$ cat src/rtl/lc_pkg.sv
package lc_pkg;

    localparam int N_CELLS = 2;

    typedef enum logic [2:0] {
        FN_OFF   = 3'b000,
        FN_AND   = 3'b001,
        FN_OR    = 3'b010,
        FN_XOR   = 3'b011,
        FN_HOLD  = 3'b100,
        FN_TAP_A = 3'b101,
        FN_TAP_B = 3'b110,
        FN_TAP_C = 3'b111
    } fn_e;

    typedef struct packed {
        logic chain;   // bit 7
        logic inv_y;   // bit 6
        logic inv_c;   // bit 5
        logic inv_b;   // bit 4
        logic inv_a;   // bit 3
        fn_e  fn;      // bits 2:0
    } cell_cfg_t;

    localparam int CFG_W = $bits(cell_cfg_t);

    typedef struct packed {
        logic a;
        logic b;
        logic c;
    } trio_t;

    function automatic trio_t condition(input trio_t raw, input cell_cfg_t cfg);
        trio_t m;
        m.a = raw.a ^ cfg.inv_a;
        m.b = raw.b ^ cfg.inv_b;
        m.c = raw.c ^ cfg.inv_c;
        return m;
    endfunction

endpackage

$ cat src/rtl/lc_hold.sv
module lc_hold (
    input  logic clk,
    input  logic rst,
    input  logic d,
    input  logic strobe,
    input  logic clr,
    output logic q
);
    logic stored;
    logic strobe_prev;

    always_ff @(posedge clk) begin
        if (rst) begin
            stored      <= 1'b0;
            strobe_prev <= 1'b1;
        end else begin
            strobe_prev <= strobe;
            if (clr)
                stored <= 1'b0;
            else if (strobe && !strobe_prev)
                stored <= d;
        end
    end

    assign q = clr ? 1'b0 : stored;
endmodule

$ cat src/rtl/lc_cell.sv
module lc_cell
    import lc_pkg::*;
(
    input  logic      clk,
    input  logic      rst,
    input  cell_cfg_t cfg,
    input  trio_t     raw,
    output logic      y
);
    trio_t m;
    logic  hold_q;
    logic  core;

    assign m = condition(raw, cfg);

    lc_hold u_hold (
        .clk    (clk),
        .rst    (rst),
        .d      (m.a),
        .strobe (m.b),
        .clr    (m.c),
        .q      (hold_q)
    );

    always_comb begin
        unique case (cfg.fn)
            FN_OFF:   core = 1'b0;
            FN_AND:   core = m.a & m.b & m.c;
            FN_OR:    core = m.a | m.b | m.c;
            FN_XOR:   core = m.a ^ m.b ^ m.c;
            FN_HOLD:  core = hold_q;
            FN_TAP_A: core = m.a;
            FN_TAP_B: core = m.b;
            FN_TAP_C: core = m.c;
            default:  core = 1'b0;
        endcase
    end

    assign y = core ^ cfg.inv_y;
endmodule

$ cat src/rtl/lc_pair.sv
module lc_pair
    import lc_pkg::*;
(
    input  logic       clk,
    input  logic       rst,
    input  logic [7:0] cfg_lo,
    input  logic [7:0] cfg_hi,
    input  logic       a1,
    input  logic       b1,
    input  logic       c1,
    input  logic       a2,
    input  logic       b2,
    input  logic       c2,
    output logic       y1,
    output logic       y2
);
    cell_cfg_t cfg_arr [N_CELLS];
    trio_t     pin_arr [N_CELLS];

    assign cfg_arr[0] = cell_cfg_t'(cfg_lo[CFG_W-1:0]);
    assign cfg_arr[1] = cell_cfg_t'(cfg_hi[CFG_W-1:0]);
    assign pin_arr[0] = '{a: a1, b: b1, c: c1};
    assign pin_arr[1] = '{a: a2, b: b2, c: c2};

    for (genvar i = 0; i < N_CELLS; i++) begin : g_cell
        trio_t raw;
        logic  y_loc;
        if (i == 0) begin : g_head
            assign raw = pin_arr[i];
        end else begin : g_link
            assign raw.a = cfg_arr[i].chain ? g_cell[i-1].y_loc : pin_arr[i].a;
            assign raw.b = pin_arr[i].b;
            assign raw.c = pin_arr[i].c;
        end
        lc_cell u_cell (
            .clk (clk),
            .rst (rst),
            .cfg (cfg_arr[i]),
            .raw (raw),
            .y   (y_loc)
        );
    end

    assign y1 = g_cell[0].y_loc;
    assign y2 = g_cell[1].y_loc;
endmodule

$ cat config.mk
export PLATFORM = sky130hd
export DESIGN_NAME = lc_pair
export DESIGN_NICKNAME = d
export VERILOG_FILES = /design/src/rtl/lc_pkg.sv /design/src/rtl/lc_hold.sv /design/src/rtl/lc_cell.sv /design/src/rtl/lc_pair.sv
export SDC_FILE = /design/constraint.sdc
export NUM_CORES = 1
export LEC_CHECK = 0
export BUFFER_PORTS_ARGS = -buffer_cell sky130_fd_sc_hd__buf_2
export CELL_PAD_IN_SITES_DETAIL_PLACEMENT = 2
export CELL_PAD_IN_SITES_GLOBAL_PLACEMENT = 2
export CORE_AREA = 2 2 52 54
export CTS_CLUSTER_DIAMETER = 120
export DETAILED_ROUTE_END_ITERATION = 16
export DIE_AREA = 0 0 54 56
export MAX_ROUTING_LAYER = met4
export PLACE_DENSITY = 0.82
export REMOVE_ABC_BUFFERS = 1
export SLEW_MARGIN = 20
export SYNTH_ARGS = -nofsm -noshare
export SYNTH_HDL_FRONTEND = slang
export SYNTH_SLANG_ARGS = --single-unit
$ cat constraint.sdc
create_clock -name clk -period 4.3 [get_ports clk]
set_input_delay 0.645 -clock clk [delete_from_list [all_inputs] [get_ports clk]]
set_output_delay 0.645 -clock clk [all_outputs]
set_load 0.05 [all_outputs]
Yosys cells after proc, flatten, opt, wreduce, memory -nomap -nowiden
Cells that the tools add are included.
{"block": "word_totals", "reg_bits": 4, "latchBits": 0, "mem_bits_rw": 0, "mem_bits_ro": 0, "input_bits": 24, "out_inout_bits": 2, "word_cells": 51, "mem_count": 0}
{"block": "classes", "n_addsub": 0, "multipliers": 0, "div_mod_pow": 0, "n_lt_le_gt_ge": 0, "n_eq_ne": 14, "shift": 0, "n_mux": 5, "n_bitwise": 20, "reduce_logical": 8}
{"operator": "$eq A3 B3 Y1 const B", "count": 8}
{"operator": "$pmux W1 S8", "count": 2}
{"operator": "$eq A3 B2 Y1 const B", "count": 4}
{"operator": "$xor A1 B1 Y1", "count": 12}
{"operator": "$eq A3 B1 Y1 const B", "count": 2}
{"operator": "$logic_not A3 Y1", "count": 2}
{"operator": "$and A1 B1 Y1", "count": 4}
{"operator": "$or A1 B1 Y1", "count": 4}
{"operator": "$reduce_or A2 Y1", "count": 2}
{"operator": "$mux W1", "count": 3}
{"operator": "$logic_and A1 B1 Y1", "count": 2}
{"operator": "$logic_not A1 Y1", "count": 2}

Depth between registers and ports, before layout
Gate-level depths: netlist (run 1).
{"block": "logic_depth", "word_depth": 11, "ltp_mapped": 14, "mapped_depth_nobuf": 14}

Modules after synthesis
Synthesis (run 1) repeated with hierarchy kept, for this count alone.
{"block": "unflattened", "hier_cells": 53, "hier_area_um2": 518.0}
{"module": "lc_cell", "instances": 2, "cells_per_inst": 19, "area_per_inst_um2": 165.2, "seq_area_each_um2": 0.0}
{"module": "lc_hold", "instances": 2, "cells_per_inst": 7, "area_per_inst_um2": 86.3, "seq_area_each_um2": 40.0}
{"module": "lc_pair", "instances": 1, "cells_per_inst": 1, "area_per_inst_um2": 15.0, "seq_area_each_um2": 0.0}

Least setup slack after synthesis (run 1)
No wires, ideal clock.
{"block": "synth_path", "path_type": "input -> output", "start": "input port cfg_lo[3]", "end": "output port y2", "t_arrival_ps": 3443, "required_time_ps": 3655, "path_slack_ps": 212, "path_stages": 13, "n_path_buf": 0, "cell_sequence": "xor2_2 > nor3_1 > a311oi_2 > o22ai_2 > o311a_2 > xnor2_1 > ha_1 > nand3_1 > o21ai_0 > a21oi_1 > a22oi_1 > a41oi_2 > xnor2_1"}
{"block": "synth_between", "elab_chain_len": 11, "elab_cells_between_ends": 19, "classes_between": "3 x mux; 16 x bitwise"}
{"element": "start: declaration", "line_no": "lc_pair.sv:6", "source": "input logic [7:0] cfg_lo,"}
{"element": "$xor A1 B1 Y1 (*)", "line_no": "lc_pkg.sv:35", "source": "m.a = raw.a ^ cfg.inv_a;"}
{"element": "$xor A1 B1 Y1, or another cell as far along (2 in series)", "line_no": "lc_cell.sv:30", "source": "FN_XOR: core = m.a ^ m.b ^ m.c;"}
{"element": "$pmux W1 S8 (*)", "line_no": "lc_cell.sv:26", "source": "unique case (cfg.fn)"}
{"element": "$xor A1 B1 Y1 (*)", "line_no": "lc_cell.sv:39", "source": "assign y = core ^ cfg.inv_y;"}
{"element": "$mux W1 (*)", "line_no": "lc_pair.sv:31", "source": "assign raw.a = cfg_arr[i].chain ? g_cell[i-1].y_loc : pin_arr[i].a;"}
{"element": "$xor A1 B1 Y1 (*)", "line_no": "lc_pkg.sv:35"}
{"element": "$xor A1 B1 Y1, or another cell as far along (2 in series)", "line_no": "lc_cell.sv:30"}
{"element": "$pmux W1 S8 (*)", "line_no": "lc_cell.sv:26"}
{"element": "$xor A1 B1 Y1 (*)", "line_no": "lc_cell.sv:39"}
{"element": "end: declaration", "line_no": "lc_pair.sv:15", "source": "output logic y2"}
Every way passes the cells marked *; elsewhere a longest branch is shown, timed or not.

Final worst setup path (run 1)
{"block": "layout_path", "start": "input port cfg_lo[5]", "end": "output port y2"}
{"block": "layout_between", "elab_chain_len": 10, "elab_cells_between_ends": 17, "classes_between": "4 x mux; 13 x bitwise"}
{"element": "$xor A1 B1 Y1 (*)", "line_no": "lc_pkg.sv:37", "source": "m.c = raw.c ^ cfg.inv_c;"}
{"element": "$mux W1, or another cell as far along", "line_no": "lc_hold.sv:25", "source": "assign q = clr ? 1'b0 : stored;"}
{"element": "$pmux W1 S8 (*)", "line_no": "lc_cell.sv:26"}
{"element": "$xor A1 B1 Y1 (*)", "line_no": "lc_cell.sv:39"}
{"element": "$mux W1 (*)", "line_no": "lc_pair.sv:31"}
{"element": "$xor A1 B1 Y1 (*)", "line_no": "lc_pkg.sv:35"}
{"element": "$xor A1 B1 Y1, or another cell as far along (2 in series)", "line_no": "lc_cell.sv:30"}
{"element": "$pmux W1 S8 (*)", "line_no": "lc_cell.sv:26"}
{"element": "$xor A1 B1 Y1 (*)", "line_no": "lc_cell.sv:39"}
Marked as above.

==> results of run 1 <==
==> synth_stat cells, types with 2 or more instances <==
| cell | count | area, sq um |
|---|---|---|
| xnor2_1 | 8 | 70.1 |
| nand2b_1 | 3 | 18.8 |
| xor2_1 | 2 | 17.5 |
| nor3_1 | 4 | 20.0 |
| nand2_1 | 6 | 22.5 |
| a31oi_1 | 2 | 12.5 |
| xor2_2 | 2 | 32.5 |
| nor2_1 | 5 | 18.8 |
| dfxtp_1 | 4 | 80.1 |
| inv_1 | 3 | 11.3 |
| o21ai_0 | 5 | 25.0 |
| a21oi_1 | 3 | 15.0 |
==> flip-flops by register name (all words and copies together) (netlist names) <==
name / cells
g_cell.u_cell.u_hold.stored: 2
g_cell.u_cell.u_hold.strobe_prev: 2
==> per-layer routing <==
| metal | part of all wire | GRT usage | vias up |
|---|---|---|---|
| li1 | - | - | 293 |
| met1 | 0.37 | 0.110 | 293 |
| met2 | 0.54 | 0.207 | 24 |
| met3 | 0.081 | 0.0188 | 2 |
| met4 | 0.0084 | 0.0536 | 0 |
| met5 | 0 | - | - |
==> worst paths after layout <==
check,slack (ps),cells after the start,from,end
max,270,15,cfg_lo[5],y2
min,530,2,g_cell[0].u_cell.u_hold.stored,g_cell[0].u_cell.u_hold.stored
max reg2reg,2920,6,g_cell[0].u_cell.u_hold.stored,g_cell[1].u_cell.u_hold.stored
min reg2reg,530,2,g_cell[0].u_cell.u_hold.stored,g_cell[0].u_cell.u_hold.stored
==> kinds of logic (layout without fill, tap and decap cells) <==
kind of cell    count (synthesis)  after routing
flops                           4              4
mux                             2              2
simple gates                   23             23
compound gates                 19             19
xor+xnor                       13             13
buf+inv                         3             30
fa+ha+maj                       1              1
==> critical path: stages <==
cell,delay [ps]
buf_2,130
xor2_1,260
nor3_1,90
a311oi_2,270
o22ai_2,140
o311a_2,400
xnor2_1,160
ha_1,270
nand3_1,90
o21ai_0,90
a21oi_1,150
a22oi_1,90
a41oi_2,180
xnor2_1,130
buf_2,270
==> power groups by stage <==
stage               combinational [mW]  clock, mW  sequential [mW]
finish                          0.0999     0.0462           0.0401
global route                     0.110     0.0508           0.0403
CTS                              0.101     0.0494           0.0401
detailed placement               0.100          0           0.0407
global placement                0.0958          0           0.0406
floorplan                       0.0681          0           0.0404
==> cell type report <==
type	instances	area, sq um
Tap cell	30	37.5
Fill cell	297	1710
Inverter	3	11.3
Clock buffer	3	22.5
Timing Repair Buffer	24	120
Sequential cell	4	80.1
Multi-Input combinational cell	58	455
==> timing repair <==
action	CTS	global route
hold buffers	0	0
gates resized for setup	0	1
setup endpoints to repair	0	1
==> flow_summary_export.csv, run 1 <==
group,metric,value,unit
power,internal_power,0.111,mW
cts,cts_root_buffer,"clkbuf_4",
synthesis,synth_top_family_by_area,"compound AO/OA/AOI/OAI gates",
synthesis,async_flop_share,0,
power,comb_power_share,0.536,
synthesis,yosysWarnings,0,
synthesis,ys.flop_type,"dfxtp_1",
timing,setup-tns-final,0,ps
timing,slew_viol_final,0,
final_layout,final_cell_mix,"buf_2 (24), xnor2_1 (8), nand2_1 (6)",
drt,routed_wl,1.55,mm
drt,vias_per_cell,5.02,
drt,drt_iter0_drc,5,
power,ir_worst_vdd,0.0843,mV
synthesis,synth-seq-area-share,0.150,
placed_design,place_ws,166,ps
drt,wl_per_cell,12.7,um
critical_path,crit_type,"primary input to output port",
floorplan,initial_core_util,0.220,
power,pwr-share-seq,0.215,
run,max_cap_violations,0,
synthesis,synthAdderAreaFrac,0.0234,
timing,rsz0062_at_grt,"false",
final_layout,syn2layout_area_growth,35.7,%
timing,min_period,4030,ps
synthesis,syn_area_per_cell,8.24,sq um
status,status,"finished clean",
synthesis,synth_compound_area_frac,0.273,
final_layout,layout.cells.most_common,"buf_2",
power,p_sw,0.0752,mW
cts,clockBufferDepth,2,
cts,h-tree-depth,1,
timing,slew_headroom,0.666,
cts,clock-sinks,4,
synthesis,synthMuxAreaShare,0.0607,
final_layout,antenna_cells_inserted,0,
cts,cts_tree,"done",
placed_design,place.port_buffers,24,
power,powerDensity,256,mW/mm^2
synthesis,synth_edf_count,0,
min_path,hold_class,"flop to flop",
placed_design,placed_area,693,sq um
global_route,grt_pass1_wl,2.52,mm
global_route,grt_use_total,0.113,
timing,fmax,0.248,GHz
timing,hold_viol_final,0,
critical_path,cp-start-kind,"primary input",
cts,cts_made_buffers,3,
critical_path,worstSetupEndpointType,"output port",
timing,hold_ws,527,ps
floorplan,ioPinCount,26,
drt,first_pass_iters,2,
cts,post-cts-setup-buffers,0,
final_layout,drive_above_1_share,0.402,
global_route,grt_pass1_vias,656,
timing,setup_violations,0,
timing,period_share,0.936,
power,p_sw_frac,0.404,
global_route,grt_max_degree,8,
placed_design,hpwl,1.34,mm
final_layout,post-route-util,0.299,
final_layout,final_area,727,sq um
drt,drc,0,
cts,clk_pin_slew_worst_paths,40,ps
critical_path,cp_max_fo,5,
final_layout,fin_cells,122,
floorplan,rows,18,
timing,fin_worst_skew,0.574,ps
synthesis,syn_area,536,sq um
synthesis,ys_ff_latch,4,
floorplan,core_area,0.00243,sq mm
timing,fin_ws,274,ps
global_route,grt_overflow_total,0,
power,p_leak,0.293,nW
floorplan,die_x,54,um
drt,vias,612,
floorplan,die-area,0.00302,sq mm
synthesis,yosysUniqueCellTypes,30,
timing,tightest_slew,497,ps
drt,postRouteAntennaNets,0,
cts,clkLatencyLatePin,230,ps
synthesis,synth-simple-area-share,0.217,
power,p_clk_frac,0.248,
placed_design,gp_congestion,0.653,
critical_path,required,3650,ps
critical_path,worstPathArrival,3380,ps
placed_design,placedCellCount,119,
final_layout,final_nets,119,
synthesis,synthXorXnorAreaFrac,0.255,
global_route,antenna_found_initial,0,
floorplan,die_y,56,um
synthesis,synthCells,65,
power,finalPower,0.186,mW
(Power assumes the default switching activity.)
==> run 2: changes to the inputs <==
--- a/config.mk
+++ b/config.mk
@@ -6,14 +6,14 @@
 export NUM_CORES = 1
 export LEC_CHECK = 0
 export BUFFER_PORTS_ARGS = -buffer_cell sky130_fd_sc_hd__buf_2
-export CELL_PAD_IN_SITES_DETAIL_PLACEMENT = 2
-export CELL_PAD_IN_SITES_GLOBAL_PLACEMENT = 2
-export CORE_AREA = 2 2 52 54
+export CELL_PAD_IN_SITES_DETAIL_PLACEMENT = 0
+export CELL_PAD_IN_SITES_GLOBAL_PLACEMENT = 1
+export CORE_AREA = 2 2 45 47
 export CTS_CLUSTER_DIAMETER = 120
 export DETAILED_ROUTE_END_ITERATION = 16
-export DIE_AREA = 0 0 54 56
+export DIE_AREA = 0 0 47 49
 export MAX_ROUTING_LAYER = met4
-export PLACE_DENSITY = 0.82
+export PLACE_DENSITY = 0.84
 export REMOVE_ABC_BUFFERS = 1
 export SLEW_MARGIN = 20
 export SYNTH_ARGS = -nofsm -noshare
==> flow_summary_export.csv, run 2 (synthesized netlist as in run 1, its figures left out) <==
group,metric,value,unit
status,status,"finished clean",
timing,rsz0062_at_grt,"false",
timing,slew_headroom,0.680,
drt,vias_per_cell,4.76,
critical_path,cp-start-kind,"primary input",
critical_path,worstPathCellList,"buf_2 -> xnor2_2 -> nor3_1 -> a311oi_2 -> o22ai_2 -> o311a_2 -> xnor2_1 -> ha_1 -> nand3_1 -> o21ai_0 -> a21oi_1 -> a22oi_1 -> a41oi_2 -> xnor2_1 -> clkbuf_4",
global_route,grt_overflow_total,0,
floorplan,die_x,47,um
placed_design,gp_congestion,0.755,
floorplan,core_area,0.00184,sq mm
drt,drt_iter0_drc,11,
cts,cts_made_buffers,3,
timing,hold_viol_final,0,
critical_path,worstSetupEndpointType,"output port",
timing,period_share,0.925,
power,finalPower,0.182,mW
drt,drc,0,
cts,h-tree-depth,1,
timing,slew_viol_final,0,
final_layout,final_nets,119,
critical_path,worstPathArrival,3330,ps
placed_design,place.port_buffers,24,
critical_path,max_stage_delay,400,ps
timing,fin_worst_skew,2.31,ps
critical_path,crit_buf_inv,2,
final_layout,post-route-util,0.394,
final_layout,antenna_cells_inserted,0,
global_route,antenna_found_initial,0,
timing,setup-tns-final,0,ps
critical_path,crit_family,"compound AO/OA/AOI/OAI gates",
cts,clock-sinks,4,
critical_path,worstSetupStartpoint,"cfg_lo[5]",
critical_path,cp_max_fo,6,
floorplan,rows,16,
placed_design,place_ws,240,ps
critical_path,crit_type,"primary input to output port",
timing,fmax,0.251,GHz
placed_design,hpwl,991,um
timing,fin_ws,323,ps
critical_path,r2r-start,"g_cell[0].u_cell.u_hold.stored",
timing,tightest_slew,476,ps
final_layout,layout.cells.most_common,"buf_2",
global_route,grt_pass1_vias,497,
cts,cts_tree,"done",
cts,clockBufferDepth,2,
floorplan,die-area,0.00230,sq mm
cts,post-cts-setup-buffers,0,
drt,routed_wl,1.13,mm
floorplan,die_y,49,um
final_layout,final_area,726,sq um
power,p_leak,0.294,nW
cts,clk_pin_slew_worst_paths,30,ps
critical_path,endpoint,"y2",
final_layout,syn2layout_area_growth,35.5,%
critical_path,cp_slowest_cell,"o311a_2",
min_path,hold_class,"flop to flop",
critical_path,rr_endpoint,"g_cell[1].u_cell.u_hold.stored",
run,max_cap_violations,0,
global_route,grt_max_degree,8,
critical_path,path_common_cell,"xnor2_1",
final_layout,final_cell_mix,"buf_2 (23), xnor2_1 (8), nand2_1 (6)",
cts,clkLatencyLatePin,220,ps
cts,hold_buffers,0,
timing,setup_violations,0,
global_route,grt_pass1_wl,2.01,mm
floorplan,initial_core_util,0.291,
final_layout,reg_top3,"g_cell.u_cell.u_hold.stored x2, g_cell.u_cell.u_hold.strobe_prev x2",
drt,vias,567,
critical_path,ff2ff_setup_slack,2880,ps
drt,wl_per_cell,9.53,um
final_layout,drive_above_1_share,0.402,
power,powerDensity,250,mW/mm^2
placed_design,placed_area,689,sq um
power,ir_worst_vdd,0.111,mV
global_route,grt_use_total,0.119,
floorplan,ioPinCount,26,
drt,postRouteAntennaNets,0,
critical_path,cp.depth,15,
timing,min_period,3980,ps
critical_path,required,3650,ps
cts,cts_root_buffer,"clkbuf_4",
critical_path,r2r_cells,6,
drt,first_pass_iters,4,
## run 2: cell types whose count changed in the layout (fill, tap and decap cells not counted)
cell      before  now
buf_2         24   23
clkbuf_4       3    4
## run 2: worst min path at each step
stage | end | depth (start not counted) | slack [ps] | start
CTS | g_cell[0].u_cell.u_hold.stored | 2 | 540 | g_cell[0].u_cell.u_hold.stored
global route | g_cell[1].u_cell.u_hold.stored | 2 | 590 | g_cell[1].u_cell.u_hold.strobe_prev
finish | g_cell[0].u_cell.u_hold.stored | 2 | 530 | g_cell[0].u_cell.u_hold.stored
global placement | g_cell[0].u_cell.u_hold.stored | 2 | 510 | g_cell[0].u_cell.u_hold.stored
floorplan | g_cell[0].u_cell.u_hold.stored | 2 | 490 | g_cell[0].u_cell.u_hold.stored
detailed placement | g_cell[0].u_cell.u_hold.stored | 2 | 530 | g_cell[0].u_cell.u_hold.stored
## run 2: where the power goes
part	switching, mW	internal, mW	total [mW]	leakage (nW)
Combinational	0.0572	0.0413	0.0985	0.247
Clock	0.0122	0.0310	0.0432	0.0138
Sequential	0.000636	0.0394	0.0401	0.0329
Total	0.0700	0.112	0.182	0.294
## run 2: final cells by class
type,instances,area [sq um]
Timing Repair Buffer,24,123
Multi-Input combinational cell,58,455
Clock buffer,3,22.5
Tap cell,27,33.8
Inverter,3,11.3
Fill cell,211,1120
Sequential cell,4,80.1
## run 2: layer usage
layer | vias up | track usage | part of all wire
li1 | 295 | - | -
met2 | 8 | 0.178 | 0.52
met1 | 264 | 0.158 | 0.45
met3 | 0 | 0.0333 | 0.034
met5 | - | - | 0
met4 | 0 | 0.0278 | 0
## run 2: worst min-delay path, cell delays in order, from the launching register on
cell	delay, ps
dfxtp_1	300
mux2i_1	120
nor3_1	60
## run 2: what timing repair did
item,in CTS,in global routing
hold endpoints to repair,0,0
setup endpoints to repair,0,1
gates resized for setup,0,2
## run 2: stage by stage
stage,hold slack [ps],instances
final,533,119
after global routing,590,119
after CTS,537,119
after detailed placement,525,116
after global placement,514,116
after floorplan,493,65
==> run 3: changes to the inputs <==
--- a/config.mk
+++ b/config.mk
@@ -12,10 +12,11 @@
 export CTS_CLUSTER_DIAMETER = 120
 export DETAILED_ROUTE_END_ITERATION = 16
 export DIE_AREA = 0 0 47 49
+export HOLD_SLACK_MARGIN = 0.15
 export MAX_ROUTING_LAYER = met4
 export PLACE_DENSITY = 0.84
 export REMOVE_ABC_BUFFERS = 1
-export SLEW_MARGIN = 20
+export SLEW_MARGIN = 5
 export SYNTH_ARGS = -nofsm -noshare
 export SYNTH_HDL_FRONTEND = slang
 export SYNTH_SLANG_ARGS = --single-unit
==> constraint.sdc (replaced) <==
create_clock -name clk -period 4.45 [get_ports clk]
set_input_delay 0.6675 -clock clk [delete_from_list [all_inputs] [get_ports clk]]
set_output_delay 0.6675 -clock clk [all_outputs]
set_load 0.05 [all_outputs]
==> flow_summary_export.csv, run 3 (synthesized netlist as in run 1, its figures left out) <==
group,metric,value,unit
global_route,grt_overflow_total,0,
cts,clkLatencyLatePin,220,ps
global_route,antenna_found_initial,0,
min_path,hold_depth,2,
critical_path,rr_endpoint,"g_cell[1].u_cell.u_hold.stored",
run,max_cap_violations,0,
final_layout,final_cell_mix,"buf_2 (24), xnor2_1 (8), nand2_1 (6)",
floorplan,die_x,47,um
min_path,whs_endpoint,"g_cell[0].u_cell.u_hold.stored",
floorplan,die-area,0.00230,sq mm
critical_path,cp_max_fo,6,
placed_design,hpwl,991,um
critical_path,r2r_cells,6,
power,ir_worst_vdd,0.106,mV
power,powerDensity,244,mW/mm^2
drt,met1Wirelength,503,um
cts,h-tree-depth,1,
cts,post-cts-setup-buffers,0,
global_route,grt_pass1_vias,497,
final_layout,syn2layout_area_growth,32.9,%
cts,cts_made_buffers,3,
drt,vias,566,
global_route,grt_pass1_wl,2.01,mm
cts,hold_buffers,0,
timing,period_share,0.922,
drt,first_pass_iters,4,
cts,clk_pin_slew_worst_paths,30,ps
critical_path,worstPathArrival,3430,ps
drt,wl_per_cell,9.50,um
timing,min_period,4100,ps
final_layout,layout.cells.most_common,"buf_2",
min_path,worstHoldStart,"g_cell[0].u_cell.u_hold.stored",
critical_path,crit_type,"primary input to output port",
timing,hold_viol_final,0,
cts,clockBufferDepth,2,
drt,postRouteAntennaNets,0,
critical_path,r2r-start,"g_cell[0].u_cell.u_hold.stored",
global_route,grt_max_degree,8,
timing,tightest_slew,476,ps
floorplan,ioPinCount,26,
drt,vias_per_cell,4.76,
final_layout,drive_above_1_share,0.402,
timing,slew_viol_final,0,
status,status,"finished clean",
placed_design,place.port_buffers,24,
timing,fmax,0.244,GHz
timing,fin_worst_skew,2.19,ps
drt,drt_iter0_drc,12,
critical_path,ff2ff_setup_slack,3030,ps
timing,rsz0062_at_grt,"false",
global_route,grt_use_total,0.119,
power,finalPower,0.173,mW
drt,drc,0,
min_path,hold_class,"flop to flop",
timing,setup-tns-final,0,ps
floorplan,initial_core_util,0.291,
critical_path,worstSetupEndpointType,"output port",
final_layout,reg_top3,"g_cell.u_cell.u_hold.stored x2, g_cell.u_cell.u_hold.strobe_prev x2",
drt,route.met3.wl,39,um
floorplan,rows,16,
final_layout,antenna_cells_inserted,0,
power,p_leak,0.291,nW
timing,setup_violations,0,
critical_path,cp-start-kind,"primary input",
cts,cts_root_buffer,"clkbuf_4",
timing,slew_headroom,0.680,
final_layout,final_nets,119,
floorplan,die_y,49,um
drt,routed-wl-met2,588,um
critical_path,required,3780,ps
placed_design,gp_congestion,0.755,
cts,cts_resized,0,
drt,dr.max_layer_used,"met3",
cts,clock-sinks,4,
floorplan,core_area,0.00184,sq mm
drt,routed_wl,1.13,mm
cts,cts_tree,"done",
==> run 3: cell count changes in the layout (fill, tap and decap cells not counted) <==
cell      delta
xor2_4       -1
clkbuf_4     -1
xor2_2       +1
buf_2        +1
==> run 3: metal layers <==
metal / global-route usage / vias to the layer above
met3: 0.0333 / 0
met2: 0.178 / 8
met5: - / -
met1: 0.158 / 264
met4: 0.0278 / 0
li1: - / 294
==> run 3: cell type report <==
class | count | area, sq um
clock buffers | 3 | 22.5
fillers | 214 | 1130
inverters | 3 | 11.3
multi-input cells | 58 | 444
flip-flops and latches | 4 | 80.1
well taps | 27 | 33.8
repair buffers | 24 | 120
==> run 3: report_power, final <==
part / internal (mW) / switching [mW] / leakage, nW
Combinational: 0.0384 / 0.0546 / 0.245
Sequential: 0.0381 / 0.000627 / 0.0329
Clock: 0.0299 / 0.0118 / 0.0138
Total: 0.106 / 0.0670 / 0.291
==> run 3: critical path: stages <==
cell and delay (ps):
buf_2 120, xor2_2 280, nor3_1 100, a311oi_2 290
o22ai_2 150, o311a_2 400, xnor2_1 170, ha_1 270
nand3_1 80, o21ai_0 80, a21oi_1 150, a22oi_1 100
a41oi_2 180, xnor2_1 130, buf_2 270
==> run 3: through the flow <==
step	cell area [sq um]	std cells	setup slack [ps]	util	hold WS [ps]
after global placement	689	116	362	0.374	514
after floorplan	536	65	317	-	493
after detailed placement	689	116	345	0.374	525
after CTS	712	119	332	0.387	537
final	712	119	348	0.387	530
after global routing	712	119	54.9	0.387	590
==> run 3: how the worst max path moves through the flow <==
stage | start | end | slack (ps) | depth (start not counted)
after global routing | cfg_lo[3] | y2 | 50 | 15
after detailed placement | cfg_lo[3] | y2 | 350 | 15
after global placement | cfg_lo[3] | y2 | 360 | 15
after CTS | cfg_lo[3] | y2 | 330 | 15
after floorplan | cfg_lo[3] | y2 | 320 | 13
final | cfg_lo[3] | y2 | 350 | 15
